### src/rtl/cfgx_pkg.sv
package cfgx_pkg;
    localparam int ADDR_W    = 32;
    localparam int DATA_W    = 32;
    localparam int BE_W      = DATA_W / 8;
    localparam int WIN_W     = 16;
    localparam int SLOT_W    = 12;
    localparam int BDF_W     = 16;
    localparam int REG_OFS_W = 12;
    localparam int BASE_W    = ADDR_W - WIN_W;

    typedef struct packed {
        logic              valid;
        logic              cfg;
        logic              miss;
        logic              type1;
        logic              write;
        logic [BE_W-1:0]   be;
        logic [ADDR_W-1:0] addr;
    } cfgx_out_t;
endpackage

### src/rtl/cfgx_regfile.sv
module cfgx_regfile
    import cfgx_pkg::*;
#(
    parameter int NUM_SLOTS = 8,
    parameter int BASE_OFS  = 'h92C,
    parameter int BDF_OFS   = 'h930
) (
    input  logic                              clk,
    input  logic                              rst_n,
    input  logic                              wr_en,
    input  logic [REG_OFS_W-1:0]              wr_ofs,
    input  logic [DATA_W-1:0]                 wr_data,
    output logic [BASE_W-1:0]                 base_hi,
    output logic [NUM_SLOTS-1:0][BDF_W-1:0]   bdf
);
    localparam int NUM_WORDS = NUM_SLOTS / 2;
    localparam logic [REG_OFS_W-1:0] BASE_SEL = REG_OFS_W'(BASE_OFS);

    typedef struct packed {
        logic [BASE_W-1:0]               base;
        logic [NUM_SLOTS-1:0][BDF_W-1:0] tgt;
    } regs_t;

    regs_t regs_d, regs_q;
    logic  base_hit;
    logic [NUM_WORDS-1:0] word_hit;

    assign base_hit = wr_en && (wr_ofs == BASE_SEL);

    for (genvar k = 0; k < NUM_WORDS; k++) begin : g_word
        localparam logic [REG_OFS_W-1:0] WORD_SEL = REG_OFS_W'(BDF_OFS + 4 * k);
        assign word_hit[k] = wr_en && (wr_ofs == WORD_SEL);
    end

    always_comb begin
        regs_d = regs_q;
        if (base_hit) begin
            regs_d.base = wr_data[DATA_W-1:DATA_W-BASE_W];
        end
        for (int k = 0; k < NUM_WORDS; k++) begin
            if (word_hit[k]) begin
                regs_d.tgt[2*k]   = wr_data[BDF_W-1:0];
                regs_d.tgt[2*k+1] = wr_data[2*BDF_W-1:BDF_W];
            end
        end
    end

    always_ff @(posedge clk or negedge rst_n) begin
        if (!rst_n) begin
            regs_q <= '0;
        end else begin
            regs_q <= regs_d;
        end
    end

    assign base_hi = regs_q.base;
    assign bdf     = regs_q.tgt;
endmodule

### src/rtl/cfgx_decode.sv
module cfgx_decode
    import cfgx_pkg::*;
#(
    parameter int NUM_SLOTS = 8
) (
    input  logic [ADDR_W-1:0]                 acc_addr,
    input  logic [BASE_W-1:0]                 base_hi,
    input  logic [NUM_SLOTS-1:0][BDF_W-1:0]   bdf,
    output logic                              hit,
    output logic                              type1,
    output logic [ADDR_W-1:0]                 cfg_addr
);
    localparam int IDX_W = $clog2(NUM_SLOTS);
    localparam int GAP_W = WIN_W - SLOT_W;

    logic [IDX_W-1:0] slot;
    logic [BDF_W-1:0] target;

    assign hit    = (acc_addr[ADDR_W-1:WIN_W] == base_hi);
    assign slot   = acc_addr[SLOT_W +: IDX_W];
    assign target = bdf[slot];
    assign type1  = |acc_addr[WIN_W-1:SLOT_W];

    always_comb begin
        cfg_addr = {target, {GAP_W{1'b0}}, acc_addr[SLOT_W-1:0]};
    end
endmodule

### src/rtl/cfgx_translator.sv
module cfgx_translator
    import cfgx_pkg::*;
#(
    parameter int NUM_SLOTS = 8,
    parameter int BASE_OFS  = 'h92C,
    parameter int BDF_OFS   = 'h930
) (
    input  logic                 clk,
    input  logic                 rst_n,
    input  logic                 reg_wr_en,
    input  logic [11:0]          reg_wr_ofs,
    input  logic [31:0]          reg_wr_data,
    input  logic                 acc_valid,
    input  logic [31:0]          acc_addr,
    input  logic [3:0]           acc_be,
    input  logic                 acc_write,
    output logic                 out_valid,
    output logic                 out_cfg,
    output logic                 out_miss,
    output logic                 out_type1,
    output logic                 out_write,
    output logic [3:0]           out_be,
    output logic [31:0]          out_addr
);
    logic [BASE_W-1:0]               base_hi;
    logic [NUM_SLOTS-1:0][BDF_W-1:0] bdf;
    logic                            hit;
    logic                            type1;
    logic [ADDR_W-1:0]               cfg_addr;
    cfgx_out_t                       res_d, res_q;

    cfgx_regfile #(
        .NUM_SLOTS (NUM_SLOTS),
        .BASE_OFS  (BASE_OFS),
        .BDF_OFS   (BDF_OFS)
    ) i_regs (
        .clk     (clk),
        .rst_n   (rst_n),
        .wr_en   (reg_wr_en),
        .wr_ofs  (reg_wr_ofs),
        .wr_data (reg_wr_data),
        .base_hi (base_hi),
        .bdf     (bdf)
    );

    cfgx_decode #(
        .NUM_SLOTS (NUM_SLOTS)
    ) i_dec (
        .acc_addr (acc_addr),
        .base_hi  (base_hi),
        .bdf      (bdf),
        .hit      (hit),
        .type1    (type1),
        .cfg_addr (cfg_addr)
    );

    always_comb begin
        res_d = '0;
        if (acc_valid) begin
            res_d.valid = 1'b1;
            res_d.write = acc_write;
            res_d.be    = acc_be;
            if (hit) begin
                res_d.cfg   = 1'b1;
                res_d.type1 = type1;
                res_d.addr  = cfg_addr;
            end else begin
                res_d.miss  = 1'b1;
                res_d.addr  = acc_addr;
            end
        end
    end

    always_ff @(posedge clk or negedge rst_n) begin
        if (!rst_n) begin
            res_q <= '0;
        end else begin
            res_q <= res_d;
        end
    end

    assign out_valid = res_q.valid;
    assign out_cfg   = res_q.cfg;
    assign out_miss  = res_q.miss;
    assign out_type1 = res_q.type1;
    assign out_write = res_q.write;
    assign out_be    = res_q.be;
    assign out_addr  = res_q.addr;
endmodule

### config.mk
export PLATFORM = sky130hd
export DESIGN_NAME = cfgx_translator
export DESIGN_NICKNAME = d
export VERILOG_FILES = /design/src/rtl/cfgx_pkg.sv /design/src/rtl/cfgx_regfile.sv /design/src/rtl/cfgx_decode.sv /design/src/rtl/cfgx_translator.sv
export SDC_FILE = /design/constraint.sdc
export NUM_CORES = 1
export LEC_CHECK = 0
export ABC_CLOCK_PERIOD_IN_PS = 3350
export BUFFER_PORTS_ARGS = -buffer_cell sky130_fd_sc_hd__buf_2
export CAP_MARGIN = 20
export CELL_PAD_IN_SITES_DETAIL_PLACEMENT = 1
export CELL_PAD_IN_SITES_GLOBAL_PLACEMENT = 1
export CORE_MARGIN = 3
export CORE_UTILIZATION = 50
export DETAILED_ROUTE_END_ITERATION = 16
export GPL_TIMING_DRIVEN = 0
export PLACE_DENSITY = 0.86
export SYNTH_ARGS = -nofsm -noshare
export SYNTH_HDL_FRONTEND = slang
export SYNTH_SLANG_ARGS = --single-unit
### constraint.sdc
create_clock -name clk -period 3.35 [get_ports clk]
set_clock_uncertainty 0.15 [all_clocks]
set_input_delay 0.335 -clock clk [delete_from_list [all_inputs] [get_ports clk]]
set_output_delay 0.335 -clock clk [all_outputs]
set_load 0.05 [all_outputs]
-- Yosys cells after proc, flatten, opt, wreduce, memory -nomap -nowiden
Cells that the tools add are included.
Widths: inputs -> output; s select.
- register bits after elaboration: 185
- latch bits: 0
- bits in writable memories: 0
- memory bits (read-only): 0
- bits of input ports: 85
- logic and storage cells: 36
- memories: 0
- add/sub/neg operators: 0
- multiply operators: 0
- div/mod/pow operators: 0
- magnitude comparators: 1
- equal/unequal tests: 6
- shift-type cells: 0
- mux-type cells: 7
- bitwise logic cells: 0
- reduce and logical (&&, ||, !) cells: 6
- operators with widths (cell ; number):
    $eq 12x12->1 const B ; 5
    $bmux 16 s3 ; 1
    $mux 41 ; 1
    $mux 32 ; 1
    $eq 16x16->1 ; 1
    $mux 16 ; 1
    $logic_and 1x1->1 ; 5
    $lt 3x4->1 const B ; 1
    $reduce_or 4->1 ; 1
    $mux 1 ; 3

-- Longest topological paths before layout
Gate-level depths: netlist (run 1).
- word-level depth: 4
- mapped depth: 7
- depth with buffers taken out: 4

-- Cells and area by module
From an unflattened synthesis (run 1), not the netlist that was laid out.
- cells, all modules: 534
- area, all modules: 8600.7 um^2
- modules (own cells, without submodules) (module ; times used ; cells each ; area an instance (um^2)):
    cfgx_regfile ; 1 ; 316 ; 5522.8
    cfgx_translator ; 1 ; 121 ; 1682.9
    cfgx_decode ; 1 ; 97 ; 1395.1

-- Worst setup path after synthesis (run 1)
Ideal clock, no wire load.
- path type: in2reg
- start: input port reg_wr_ofs[1]
- end: register i_regs.regs_q[32], in the netlist i_regs.bdf[32]
- library setup time: 0.125 ns
- arrival: 1.680 ns
- path slack: 1.396 ns
- cell stages on the path: 5
- path buffers: 1
- cells stage by stage: nor4b_4 -> nand4_4 -> nor3b_2 -> buf_4 -> mux2_2
- cells in the longest elaborated chain, start to end: 2
- ends and longest elaborated chain (element ; line ; text):
    start: declaration ; cfgx_translator.sv:11 ; input logic [11:0] reg_wr_ofs,
    $eq 12x12->1 ; cfgx_regfile.sv:32 ; assign word_hit[k] = wr_en && (wr_ofs == WORD_SEL);
    $logic_and 1x1->1 ; cfgx_regfile.sv:32 ;
    end signal: assignment ; cfgx_regfile.sv:52 ; regs_q <= regs_d;
    end: declaration ; cfgx_regfile.sv:24 ; regs_t regs_d, regs_q;
Every way passes these cells.
A chain may end at the register's enable or synchronous reset.

==> metrics.log, run 1 <==
[metrics] H-Tree Depth: 4
[metrics] Hold Slack: 24.4 ps
[metrics] minimum clock period: between 2000 and 3000 ps
[metrics] synthesized instance count: 553
[metrics] Max Freq: 390 MHz
[metrics] total power consumption of the routed design: roughly 0.0048 W
[metrics] mean area per synthesized cell: between 10 and 15 um^2
[metrics] clock latency at the later pin of the worst-skew pair: 430 ps
[metrics] via count of the first global-routing pass: around 6400
[metrics] minimum setup slack among reg-to-reg paths: 780 ps
[metrics] number of pins with negative max-slew slack in the final report: 0
[metrics] pin count of the biggest net entering global routing: between 100 and 150
[metrics] final routed DRC violation total: 0
[metrics] buffer type at the clock tree root: sky130_fd_sc_hd__clkbuf_16
[metrics] slew at the pin closest to its max-slew limit: ~1000 ps
[metrics] unrepaired setup endpoints after global routing: false
[metrics] Crit path largest cell delay: ~520 ps
[metrics] most common cell after layout, fill and taps aside: sky130_fd_sc_hd__dfrtp_1
[metrics] HPWL after detailed placement: approximately 15 mm
[metrics] TritonCTS buffer count: 17
[metrics] capturing element type of the critical path: flop
[metrics] Period Utilization, post-route: around 77%
[metrics] count of max-cap constraint violations: 0
[metrics] maximum ir drop on the vdd rail: 0.419 mV
[metrics] family with the most delay on the worst path: simple AND/OR/NAND/NOR gates
[metrics] Post-Route Utilization: about 63%
[metrics] area of the mapped netlist: 8070 um^2
[metrics] share of cells above drive strength 1: 46.2%
[metrics] maximum net fanout on the critical path: 10
[metrics] number of warning messages in the yosys log: 0
[metrics] Arr. time, crit path: between 2000 and 3000 ps
[metrics] buffers and inverters on the worst path: 1
[metrics] iteration-0 DRC count of the detailed router: 392
[metrics] non-filler cells, final: 941
[metrics] syn_nets: between 600 and 700
[metrics] post-placement cell count: between 800 and 900
[metrics] layout overhead on the synthesized area: 21.8%
[metrics] final global-route overflow total: 0
[metrics] boundary pin count: between 100 and 150
[metrics] Die Wd: between 100 and 150 um
[metrics] outcome: finished clean
[metrics] clock tree from TritonCTS: built
[metrics] cell area after placement: approximately 9000 um^2
[metrics] antenna violations before repair: 1
[metrics] final number of setup-violating endpoints: 0
[metrics] Starting Density: a little over half
[metrics] Total GRT Usage: between 20 and 30%
[metrics] routability congestion estimate from global placement: a little over 0.8
[metrics] number of register bits inferred by synthesis: about 190
[metrics] number of nets in the final layout: approximately 800
[metrics] proportion of synthesized chip area in sequential cells: between 50 and 60%
[metrics] IO Port Bufs: 124
[metrics] Hold Crit Class: primary input to flop
[metrics] most used cells in the layout excluding fill and tap cells: sky130_fd_sc_hd__dfrtp_1 (185), sky130_fd_sc_hd__mux2_2 (137), sky130_fd_sc_hd__buf_2 (135), sky130_fd_sc_hd__nand2_1 (49), sky130_fd_sc_hd__mux2i_1 (48)
[metrics] post-synthesis async set-or-reset flop share: 100%
[metrics] cell type of the slowest stage on the worst timing path: sky130_fd_sc_hd__buf_1
[metrics] worst max-slew margin expressed relative to the limit: a little under a third
[metrics] global-route wire length before repair: between 30 and 40 mm
[metrics] Vias: 5466
[metrics] post-route standard cell area excluding fillers: ~9800 um^2
[metrics] Post-synth EDFFs: 0
[metrics] total number of placement rows: 45
[metrics] CP Launch Type: flop
[metrics] via-per-instance ratio: roughly 5.8
[metrics] areal power density over the cells: 493 nW/um^2
[metrics] leakage power of the design: 5.13 nW
[metrics] number of library cell types mapped by synthesis: 29
[metrics] WL final: around 24 mm
[metrics] CTS clk-pin slew, worst paths: approximately 70 ps
[metrics] remaining antenna violation count after routing: 0
[metrics] core area: 15500 um^2
[metrics] Pre-Repair DR Iteration Count: 4
[metrics] Synth Flop Type: sky130_fd_sc_hd__dfrtp_1
[metrics] critical setup path kind: flop to flop
[metrics] post-detailed-route wirelength per cell: between 20 and 30 um
[metrics] antenna cells: 0
[metrics] data required time at the worst endpoint: ~3500 ps
[metrics] Post-CTS Setup Bufs: 0
[metrics] CP cell instances: xor2_1 -> nor4_1 -> nand4_1 -> buf_1 -> mux2i_1
[metrics] Die Area: 17700 um^2
[metrics] hold violation count in the final report: 0
[metrics] worst-case clock buffer depth: 2
[metrics] CTS sink count: 185
[metrics] die boundary height: 133 um
==> worst paths after layout <==
check                                                    start                    endpoint  depth (start not counted)
worst max register to register  i_regs.base_hi[11]$_DFFE_PN0P_      out_addr[22]$_DFF_PN0_                          5
worst max-delay path            i_regs.base_hi[11]$_DFFE_PN0P_      out_addr[22]$_DFF_PN0_                          5
max in group asynchronous                                rst_n  i_regs.bdf[41]$_DFFE_PN0P_                          3
worst min-delay path                            reg_wr_data[0]  i_regs.bdf[64]$_DFFE_PN0P_                          2
worst min register to register      i_regs.bdf[68]$_DFFE_PN0P_  i_regs.bdf[68]$_DFFE_PN0P_                          1
min in group asynchronous                                rst_n         out_be[2]$_DFF_PN0_                          2
==> registers in the layout (all words and copies together), names as in the netlist <==
name and count:
i_regs.bdf 128, out_addr 32, i_regs.base_hi 16, out_be 4
out_cfg 1, out_miss 1, out_type1 1, out_valid 1
out_write 1
==> logic make-up after synthesis <==
group,Yosys count,share of synthesized area [%]
compound gates,16,1.74
xor+xnor,16,1.74
buf+inv,37,2.47
flops,185,57.4
mux,208,30.5
simple gates,91,6.19
==> metrics by stage <==
stage          setup TNS (ps)  setup WS (ps)
2_1_floorplan               0           1400
3_3_place_gp          -170440           -941
3_5_place_dp                0            581
4_1_cts                     0            906
5_1_grt                     0            690
6_report                    0            784
==> cell type report <==
type	instances	area, um^2
Clock inverter	14	196
Tap cell	211	264
Buffer	36	195
Fill cell	1505	5660
Timing Repair Buffer	145	858
Sequential cell	185	4630
Inverter	1	3.75
Clock buffer	18	439
Multi-Input combinational cell	331	3240
==> report_power, final <==
| group | leakage (nW) | switching, W | internal, W | total, W |
|---|---|---|---|---|
| Clock | 0.291 | 0.000881 | 0.00127 | 0.00215 |
| Combinational | 2.30 | 0.000290 | 0.000128 | 0.000418 |
| Sequential | 2.54 | 0.0000121 | 0.00226 | 0.00228 |
==> Yosys cell counts, types with 2 or more instances <==
library cell | count | share of area (%)
sky130_fd_sc_hd__dfrtp_1 | 185 | 57
sky130_fd_sc_hd__mux2_2 | 137 | 19
sky130_fd_sc_hd__nand2_1 | 49 | 2.3
sky130_fd_sc_hd__mux2i_1 | 48 | 6.0
sky130_fd_sc_hd__and2_1 | 19 | 1.5
sky130_fd_sc_hd__mux4_2 | 16 | 4.5
sky130_fd_sc_hd__o2111ai_1 | 16 | 1.7
sky130_fd_sc_hd__xor2_1 | 16 | 1.7
sky130_fd_sc_hd__clkbuf_1 | 13 | 0.60
sky130_fd_sc_hd__buf_2 | 12 | 0.74
sky130_fd_sc_hd__mux2_1 | 7 | 0.98
sky130_fd_sc_hd__buf_4 | 6 | 0.56
sky130_fd_sc_hd__nor4_1 | 5 | 0.39
sky130_fd_sc_hd__and3_1 | 4 | 0.31
sky130_fd_sc_hd__buf_6 | 3 | 0.42
sky130_fd_sc_hd__nor2_1 | 3 | 0.14
sky130_fd_sc_hd__buf_1 | 2 | 0.093
==> per-layer routing <==
metal / part of all wire (%) / GRT usage [%] / up-vias
li1: - / - / 2295
met1: 38 / 33.4 / 2882
met2: 53 / 50.1 / 224
met3: 6.2 / 7.30 / 63
met4: 3.1 / 11.7 / 2
met5: 0.053 / 0 / -
==> repair_timing <==
item / CTS / global route
hold buffers: 20 / 0
hold endpoints to repair: 91 / 0
resized for setup: 0 / 0
(Power assumes the default switching activity.)
==> run 2: changes to the inputs <==
Settings changed: ABC_CLOCK_PERIOD_IN_PS 3350 to 2350, CORE_UTILIZATION 50 to 42, PLACE_DENSITY 0.86 to 0.78.
Clock period 3.35 ns to 2.35 ns, I/O delays scaled along.
==> run 2 against run 1 <==
The run now ends with setup timing left; count of clock-buffer cells in the layout rose by 5; via count is 0.71% higher; combinational power is 56% higher.
==> metrics.log, run 2 (same netlist as run 1, synthesis figures left out) <==
[metrics] IO Port Bufs: 124 (unchanged)
[metrics] critical setup path kind: primary input to flop
[metrics] slack of the critical path: -6.51 ps (-790 ps)
[metrics] data required time at the worst endpoint: 2530 ps (-990 ps)
[metrics] capturing element type of the critical path: flop
[metrics] maximum ir drop on the vdd rail: 0.460 mV (+9.9%)
[metrics] global-route wire length before repair: 36.4 mm (-4.2%)
[metrics] CTS clk-pin slew, worst paths: 60 ps (about the same)
[metrics] boundary pin count: 126 (unchanged)
[metrics] buffers and inverters on the worst path: 3 (+2)
[metrics] Post-Route Setup TNS: -11.3 ps (-11.3 ps)
[metrics] final routed DRC violation total: 0 (unchanged)
[metrics] WL final: 23.6 mm (-3.4%)
[metrics] outcome: complete, but fails checks
[metrics] violated checks: setup timing
[metrics] cell type of the slowest stage on the worst timing path: sky130_fd_sc_hd__dlygate4sd3_1
[metrics] worst-case clock buffer depth: 2 (unchanged)
[metrics] WP depth: 7 (+2)
[metrics] most used cells in the layout excluding fill and tap cells: sky130_fd_sc_hd__dfrtp_1 (185), sky130_fd_sc_hd__mux2_2 (137), sky130_fd_sc_hd__buf_2 (136), sky130_fd_sc_hd__dlygate4sd3_1 (67), sky130_fd_sc_hd__nand2_1 (49)
[metrics] final global-route overflow total: 0 (unchanged)
[metrics] via-per-instance ratio: 5.45 (-6.2%)
[metrics] flip-flop count of the largest register, all copies and words added: 128 (unchanged)
[metrics] hold violation count in the final report: 0 (unchanged)
[metrics] clock tree from TritonCTS: built
[metrics] minimum setup slack among reg-to-reg paths: 10 ps (-770 ps)
[metrics] final number of setup-violating endpoints: 2 (+2)
[metrics] number of fill cells: 1828 (+21%)
[metrics] share of cells above drive strength 1: 43.6% (-2.6 points)
[metrics] area of the multi-input gates: 3240 um^2 (unchanged)
[metrics] number of pins with negative max-slew slack in the final report: 0 (unchanged)
[metrics] worst max-slew margin expressed relative to the limit: 40.7% (+9.1 points)
[metrics] area occupied by registers: 4630 um^2 (unchanged)
[metrics] Hold Crit Class: primary input to flop
[metrics] cell area after placement: 9020 um^2 (+0.32%)
[metrics] Pre-Repair DR Iteration Count: 4 (unchanged)
[metrics] remaining antenna violation count after routing: 0 (unchanged)
[metrics] core area: 18800 um^2 (+21%)
[metrics] Vias: 5505 (+0.71%)
[metrics] post-route standard cell area excluding fillers: 10300 um^2 (+4.5%)
[metrics] antenna cells: 0 (unchanged)
[metrics] Period Utilization, post-route: 100%
[metrics] minimum clock period: 2360 ps
[metrics] reg-to-reg critical path endpoint: out_addr[31]$_DFF_PN0_
[metrics] launch point of the worst path: acc_addr[31]
[metrics] most common cell after layout, fill and taps aside: sky130_fd_sc_hd__dfrtp_1
[metrics] Starting Density: 43.0% (-9.1 points)
[metrics] worst reg2reg path depth: 5 (unchanged)
[metrics] CP Launch Type: primary input
[metrics] post-detailed-route wirelength per cell: 23.4 um (-10%)
[metrics] family with the most delay on the worst path: buffers and inverters
[metrics] routability congestion estimate from global placement: 0.826 (+1.6%)
[metrics] CTS sink count: 185 (unchanged)
[metrics] HPWL after detailed placement: 15.5 mm (+2.8%)
[metrics] Die Wd: 145 um (+8.7%)
[metrics] areal power density over the cells: 653 nW/um^2 (+32%)
[metrics] pin count of the biggest net entering global routing: 122 (+7.0%)
[metrics] die boundary height: 145 um (+8.7%)
[metrics] antenna violations before repair: 0 (-1)
[metrics] via count of the first global-routing pass: 6384 (-0.82%)
[metrics] Max Freq: about 420 MHz
[metrics] Arr. time, crit path: 2540 ps (-190 ps)
[metrics] reg-to-reg critical path startpoint: i_regs.base_hi[9]$_DFFE_PN0P_
[metrics] TritonCTS buffer count: 17 (unchanged)
[metrics] layout overhead on the synthesized area: 27.3%
[metrics] slew at the pin closest to its max-slew limit: 890 ps (-136 ps)
[metrics] Die Area: 20900 um^2 (+18%)
[metrics] number of nets in the final layout: 849 (+5.9%)
[metrics] clock latency at the later pin of the worst-skew pair: 430 ps (about the same)
[metrics] leakage power of the design: 5.33 nW (+3.8%)
[metrics] count of max-cap constraint violations: 0 (unchanged)
[metrics] H-Tree Depth: 4 (unchanged)
[metrics] maximum net fanout on the critical path: 10 (unchanged)
[metrics] iteration-0 DRC count of the detailed router: 330 (-16%)
[metrics] Hold Slack: 23.8 ps (-0.571 ps)
[metrics] Crit path largest cell delay: 550 ps (+30 ps)
[metrics] buffer type at the clock tree root: sky130_fd_sc_hd__clkbuf_16
[metrics] CP cell instances: dlygate4sd3_1 -> buf_2 -> xor2_1 -> nor4_1 -> nand4_1 -> clkbuf_2 -> mux2i_1
[metrics] capturing instance or port of the critical path: out_addr[31]$_DFF_PN0_
[metrics] Total GRT Usage: 23.5% (-5.0 points)
[metrics] total number of placement rows: 50 (+11%)
[metrics] unrepaired setup endpoints after global routing: false
[run 2: layout make-up]
type | count | area share [%]
repair buffers | 192 | 12.9
inverters | 1 | 0.0365
clock inverters | 8 | 0.926
multi-input cells | 331 | 31.6
well taps | 234 | 2.85
clock buffers | 23 | 4.65
flip-flops and latches | 185 | 45.1
plain buffers | 36 | 1.96
[run 2: worst register-to-register path, cell delays in order (launching register included)]
cell and delay, ps:
sky130_fd_sc_hd__dfrtp_1 410, sky130_fd_sc_hd__xor2_1 190, sky130_fd_sc_hd__nor4_1 510, sky130_fd_sc_hd__nand4_1 300
sky130_fd_sc_hd__clkbuf_2 380, sky130_fd_sc_hd__mux2i_1 300
[run 2: worst min path at each step]
stage | to | from | cells after the start | slack [ps]
after floorplan | i_regs.base_hi[0]$_DFFE_PN0P_ | rst_n | 0 | -210
after global placement | out_valid$_DFF_PN0_ | acc_valid | 1 | 210
after detailed placement | out_addr[26]$_DFF_PN0_ | rst_n | 1 | 60
after CTS | out_addr[22]$_DFF_PN0_ | acc_addr[22] | 3 | 10
after global routing | out_addr[22]$_DFF_PN0_ | acc_addr[22] | 3 | 20
final | out_addr[22]$_DFF_PN0_ | acc_addr[22] | 3 | 20
[run 2: repair_timing]
item                                    4_1_cts  5_1_grt
hold buffers                                 67        0
buffers inserted                              0        0
hold endpoints to repair                    238        0
endpoints found under the setup margin        8       11
resized for setup                             5        5
[run 2: routing by layer]
layer	part of all wire (%)	up-vias	track usage, %
met5	0	-	0
met4	2.8	0	8.54
li1	-	2407	-
met1	40	2862	28.4
met3	5.5	47	5.56
met2	52	189	41.1
[run 2: where the power goes]
part,switching (W),internal (W),leakage [nW]
clock network,0.00118,0.00164,0.279
registers,0.0000144,0.00323,2.54
logic,0.000416,0.000233,2.51
[run 2: stage by stage]
| stage | total power, W | utilization [%] | worst slack, ps | instances |
|---|---|---|---|---|
| 3_5_place_dp | 0.00386 | 48.1 | -436 | 912 |
| 6_report | 0.00671 | 54.7 | -6.51 | 1010 |
| 3_3_place_gp | 0.00384 | 47.9 | -1850 | 911 |
| 2_1_floorplan | 0.00357 | - | 496 | 553 |
| 4_1_cts | 0.00674 | 54.7 | 13.0 | 1010 |
| 5_1_grt | 0.00694 | 54.7 | 29.2 | 1010 |
==> run 3: changes to the inputs <==
Settings changed: ABC_CLOCK_PERIOD_IN_PS 2350 to 2800, CORE_UTILIZATION 42 to 50, PLACE_DENSITY 0.78 to 0.86.
Clock period 2.35 ns to 2.8 ns, I/O delays scaled along.
==> run 3 against run 2 <==
The run ends with hold timing left; wire length rose by 18%; cell count fell by 3.4%; die area fell by 15%; sequential share of layout area rose by 0.41 points; first-iteration DRC count rose by 32%; sequential power fell by 16%; non-clock buffer count fell by 12; total power fell by 11%; final area fell by 0.90%; flip-flop and latch count did not move; worst setup slack improved by 69 ps; register-to-register slack improved by 130 ps; critical path type unchanged; largest power group unchanged; highest routed layer is now met5.
==> metrics.log, run 3 (same netlist as run 1, synthesis figures left out) <==
[metrics] Max Freq: approximately 370 MHz
[metrics] count of max-cap constraint violations: 0 (unchanged)
[metrics] CTS clk-pin slew, worst paths: 70 ps (about the same)
[metrics] share of cells above drive strength 1: 44.1% (+0.50 points)
[metrics] H-Tree Depth: 4 (unchanged)
[metrics] number of nets in the final layout: 837 (-1.4%)
[metrics] pin count of the biggest net entering global routing: 114 (-6.6%)
[metrics] maximum net fanout on the critical path: 10 (unchanged)
[metrics] outcome: complete, but fails checks
[metrics] CTS sink count: 185 (unchanged)
[metrics] areal power density over the cells: 583 nW/um^2 (-11%)
[metrics] Resized cells post-CTS: 0 (-5)
[metrics] post-detailed-route wirelength per cell: 28.6 um (+22%)
[metrics] antenna cells: 0 (unchanged)
[metrics] slew at the pin closest to its max-slew limit: 1020 ps (+126 ps)
[metrics] Switching Share: 25.7% (+1.7 points)
[metrics] hold violation count in the final report: 1 (+1)
[metrics] clock latency at the later pin of the worst-skew pair: 450 ps (+20 ps)
[metrics] antenna violations before repair: 0 (unchanged)
[metrics] violated checks: hold timing
[metrics] core area: 15500 um^2 (-18%)
[metrics] capturing element type of the critical path: flop
[metrics] launch point of the worst path: acc_addr[25]
[metrics] Post-Route Utilization: 65.7% (+11 points)
[metrics] final routed DRC violation total: 0 (unchanged)
[metrics] buffer type at the clock tree root: sky130_fd_sc_hd__clkbuf_16
[metrics] WL final: 27.9 mm (+18%)
[metrics] maximum ir drop on the vdd rail: 0.523 mV (+14%)
[metrics] sequential group share of total power: 45.9% (-2.4 points)
[metrics] final number of setup-violating endpoints: 0 (-2)
[metrics] clock group share of total power: 44.8% (+2.8 points)
[metrics] number of pins with negative max-slew slack in the final report: 0 (unchanged)
[metrics] capturing instance or port of the critical path: out_addr[22]$_DFF_PN0_
[metrics] minimum setup slack among reg-to-reg paths: 140 ps (+130 ps)
[metrics] leakage power of the design: 5.27 nW (-0.96%)
[metrics] Pre-Repair DR Iteration Count: 5 (+1)
[metrics] layout overhead on the synthesized area: 26.1%
[metrics] Die Area: 17700 um^2 (-15%)
[metrics] remaining antenna violation count after routing: 0 (unchanged)
[metrics] Switch Pwr: 0.00152 W (-5.2%)
[metrics] most used cells in the layout excluding fill and tap cells: sky130_fd_sc_hd__dfrtp_1 (185), sky130_fd_sc_hd__mux2_2 (137), sky130_fd_sc_hd__buf_2 (135), sky130_fd_sc_hd__dlygate4sd3_1 (55), sky130_fd_sc_hd__nand2_1 (49)
[metrics] Hold Crit Class: primary input to flop
[metrics] IO Port Bufs: 124 (unchanged)
[metrics] post-placement cell count: 889 (-2.5%)
[metrics] Die Wd: 133 um (-8.0%)
[metrics] HPWL after detailed placement: 15.1 mm (-2.8%)
[metrics] worst-case clock buffer depth: 2 (unchanged)
[metrics] reg-to-reg critical path endpoint: out_addr[22]$_DFF_PN0_
[metrics] flip-flop count of the largest register, all copies and words added: 128 (unchanged)
[metrics] worst reg2reg path depth: 5 (unchanged)
[metrics] final global-route overflow total: 0 (unchanged)
[metrics] TritonCTS buffer count: 17 (unchanged)
[metrics] minimum clock period: between 2000 and 3000 ps
[metrics] CP Launch Type: primary input
[metrics] total power consumption of the routed design: 0.00594 W (-11%)
[metrics] non-filler cells, final: 976 (-3.4%)
[metrics] most common cell after layout, fill and taps aside: sky130_fd_sc_hd__dfrtp_1
[metrics] Period Utilization, post-route: a little over nine tenths
[metrics] via-per-instance ratio: 6.09 (+12%)
[metrics] power share of the combinational group: 9.3% (-0.4 points)
[metrics] routability congestion estimate from global placement: 0.813 (-1.6%)
[metrics] unrepaired setup endpoints after global routing: false
[metrics] Post-Route Setup TNS: 0 ps (+11.3 ps)
[metrics] Vias: 5941 (+7.9%)
[metrics] Starting Density: 52.1% (+9.1 points)
[metrics] clock tree from TritonCTS: built
[metrics] reg-to-reg critical path startpoint: i_regs.base_hi[9]$_DFFE_PN0P_
[metrics] Hold Slack: -5.36 ps (-29.2 ps)
[metrics] iteration-0 DRC count of the detailed router: 436 (+32%)
[metrics] worst max-slew margin expressed relative to the limit: 32.3% (-8.4 points)
[metrics] Total GRT Usage: 32.6% (+9.1 points)
[metrics] boundary pin count: 126 (unchanged)
[metrics] Cell Int Power: 0.00442 W (-13%)
[metrics] data required time at the worst endpoint: 2970 ps (+440 ps)
[metrics] total number of placement rows: 45 (-10%)
[metrics] die boundary height: 133 um (-8.0%)
[metrics] critical setup path kind: primary input to flop
[metrics] Arr. time, crit path: 2910 ps (+370 ps)
[metrics] global-route wire length before repair: 42.6 mm (+17%)
[metrics] via count of the first global-routing pass: 6844 (+7.2%)
-- run 3: cell types whose count changed in the layout (fill, tap and decap cells not counted), sizes merged --
cell,delta
buf,+1
bufinv,+2
clkbuf,-6
clkinv,-1
clkinvlp,+4
dlygate4sd3,-12
inv,+1
-- run 3: area by class of cell --
type                            instances  area, um^2
Fill cell                            1484        5310
Sequential cell                       185        4630
Multi-Input combinational cell        331        3240
Timing Repair Buffer                  180        1210
Clock buffer                           18         439
Tap cell                              211         264
Clock inverter                         14         196
Buffer                                 36         195
Inverter                                1        3.75
-- run 3: how the worst min path moves through the flow --
stage	from	cells after the start	to	slack, ps
final	acc_addr[20]	3	out_addr[20]$_DFF_PN0_	-5
after global routing	acc_addr[20]	3	out_addr[20]$_DFF_PN0_	6
after CTS	reg_wr_data[29]	2	i_regs.bdf[29]$_DFFE_PN0P_	4
after detailed placement	rst_n	1	out_be[2]$_DFF_PN0_	130
after global placement	acc_valid	1	out_valid$_DFF_PN0_	250
after floorplan	rst_n	0	i_regs.base_hi[0]$_DFFE_PN0P_	-170
-- run 3: repair_timing --
item,in CTS,in global routing
endpoints found under the setup margin,0,0
setup buffers,0,0
hold buffers,54,1
endpoints found under the hold margin,175,1
-- run 3: power by group through the flow --
| stage | combinational [W] | clock (W) | sequential [W] |
|---|---|---|---|
| after detailed placement | 0.000466 | 0 | 0.00277 |
| after global routing | 0.000582 | 0.00279 | 0.00273 |
| after global placement | 0.000445 | 0 | 0.00277 |
| after floorplan | 0.000121 | 0 | 0.00288 |
| after CTS | 0.000531 | 0.00259 | 0.00272 |
| final | 0.000553 | 0.00266 | 0.00272 |
-- run 3: worst max-delay path: stages --
cell and delay, ps:
sky130_fd_sc_hd__dlygate4sd3_1 540, sky130_fd_sc_hd__buf_2 140, sky130_fd_sc_hd__xor2_1 160, sky130_fd_sc_hd__nor4_1 490, sky130_fd_sc_hd__nand4_1 350, sky130_fd_sc_hd__buf_1 530, sky130_fd_sc_hd__mux2i_1 430
-- run 3: layer usage --
layer	routed length, um	track usage [%]	part of all wire, %
met3	2080	9.16	7.5
met5	68	2.78	0.24
met1	10600	38.9	38
met2	14100	54.1	50
met4	1140	16.1	4.1
-- run 3: stage by stage --
step	cell area, um^2	setup slack (ps)
after floorplan	8070	901
after global placement	8950	-1440
after detailed placement	8990	85.9
after CTS	10200	245
after global routing	10200	2.51
final	10200	62.2
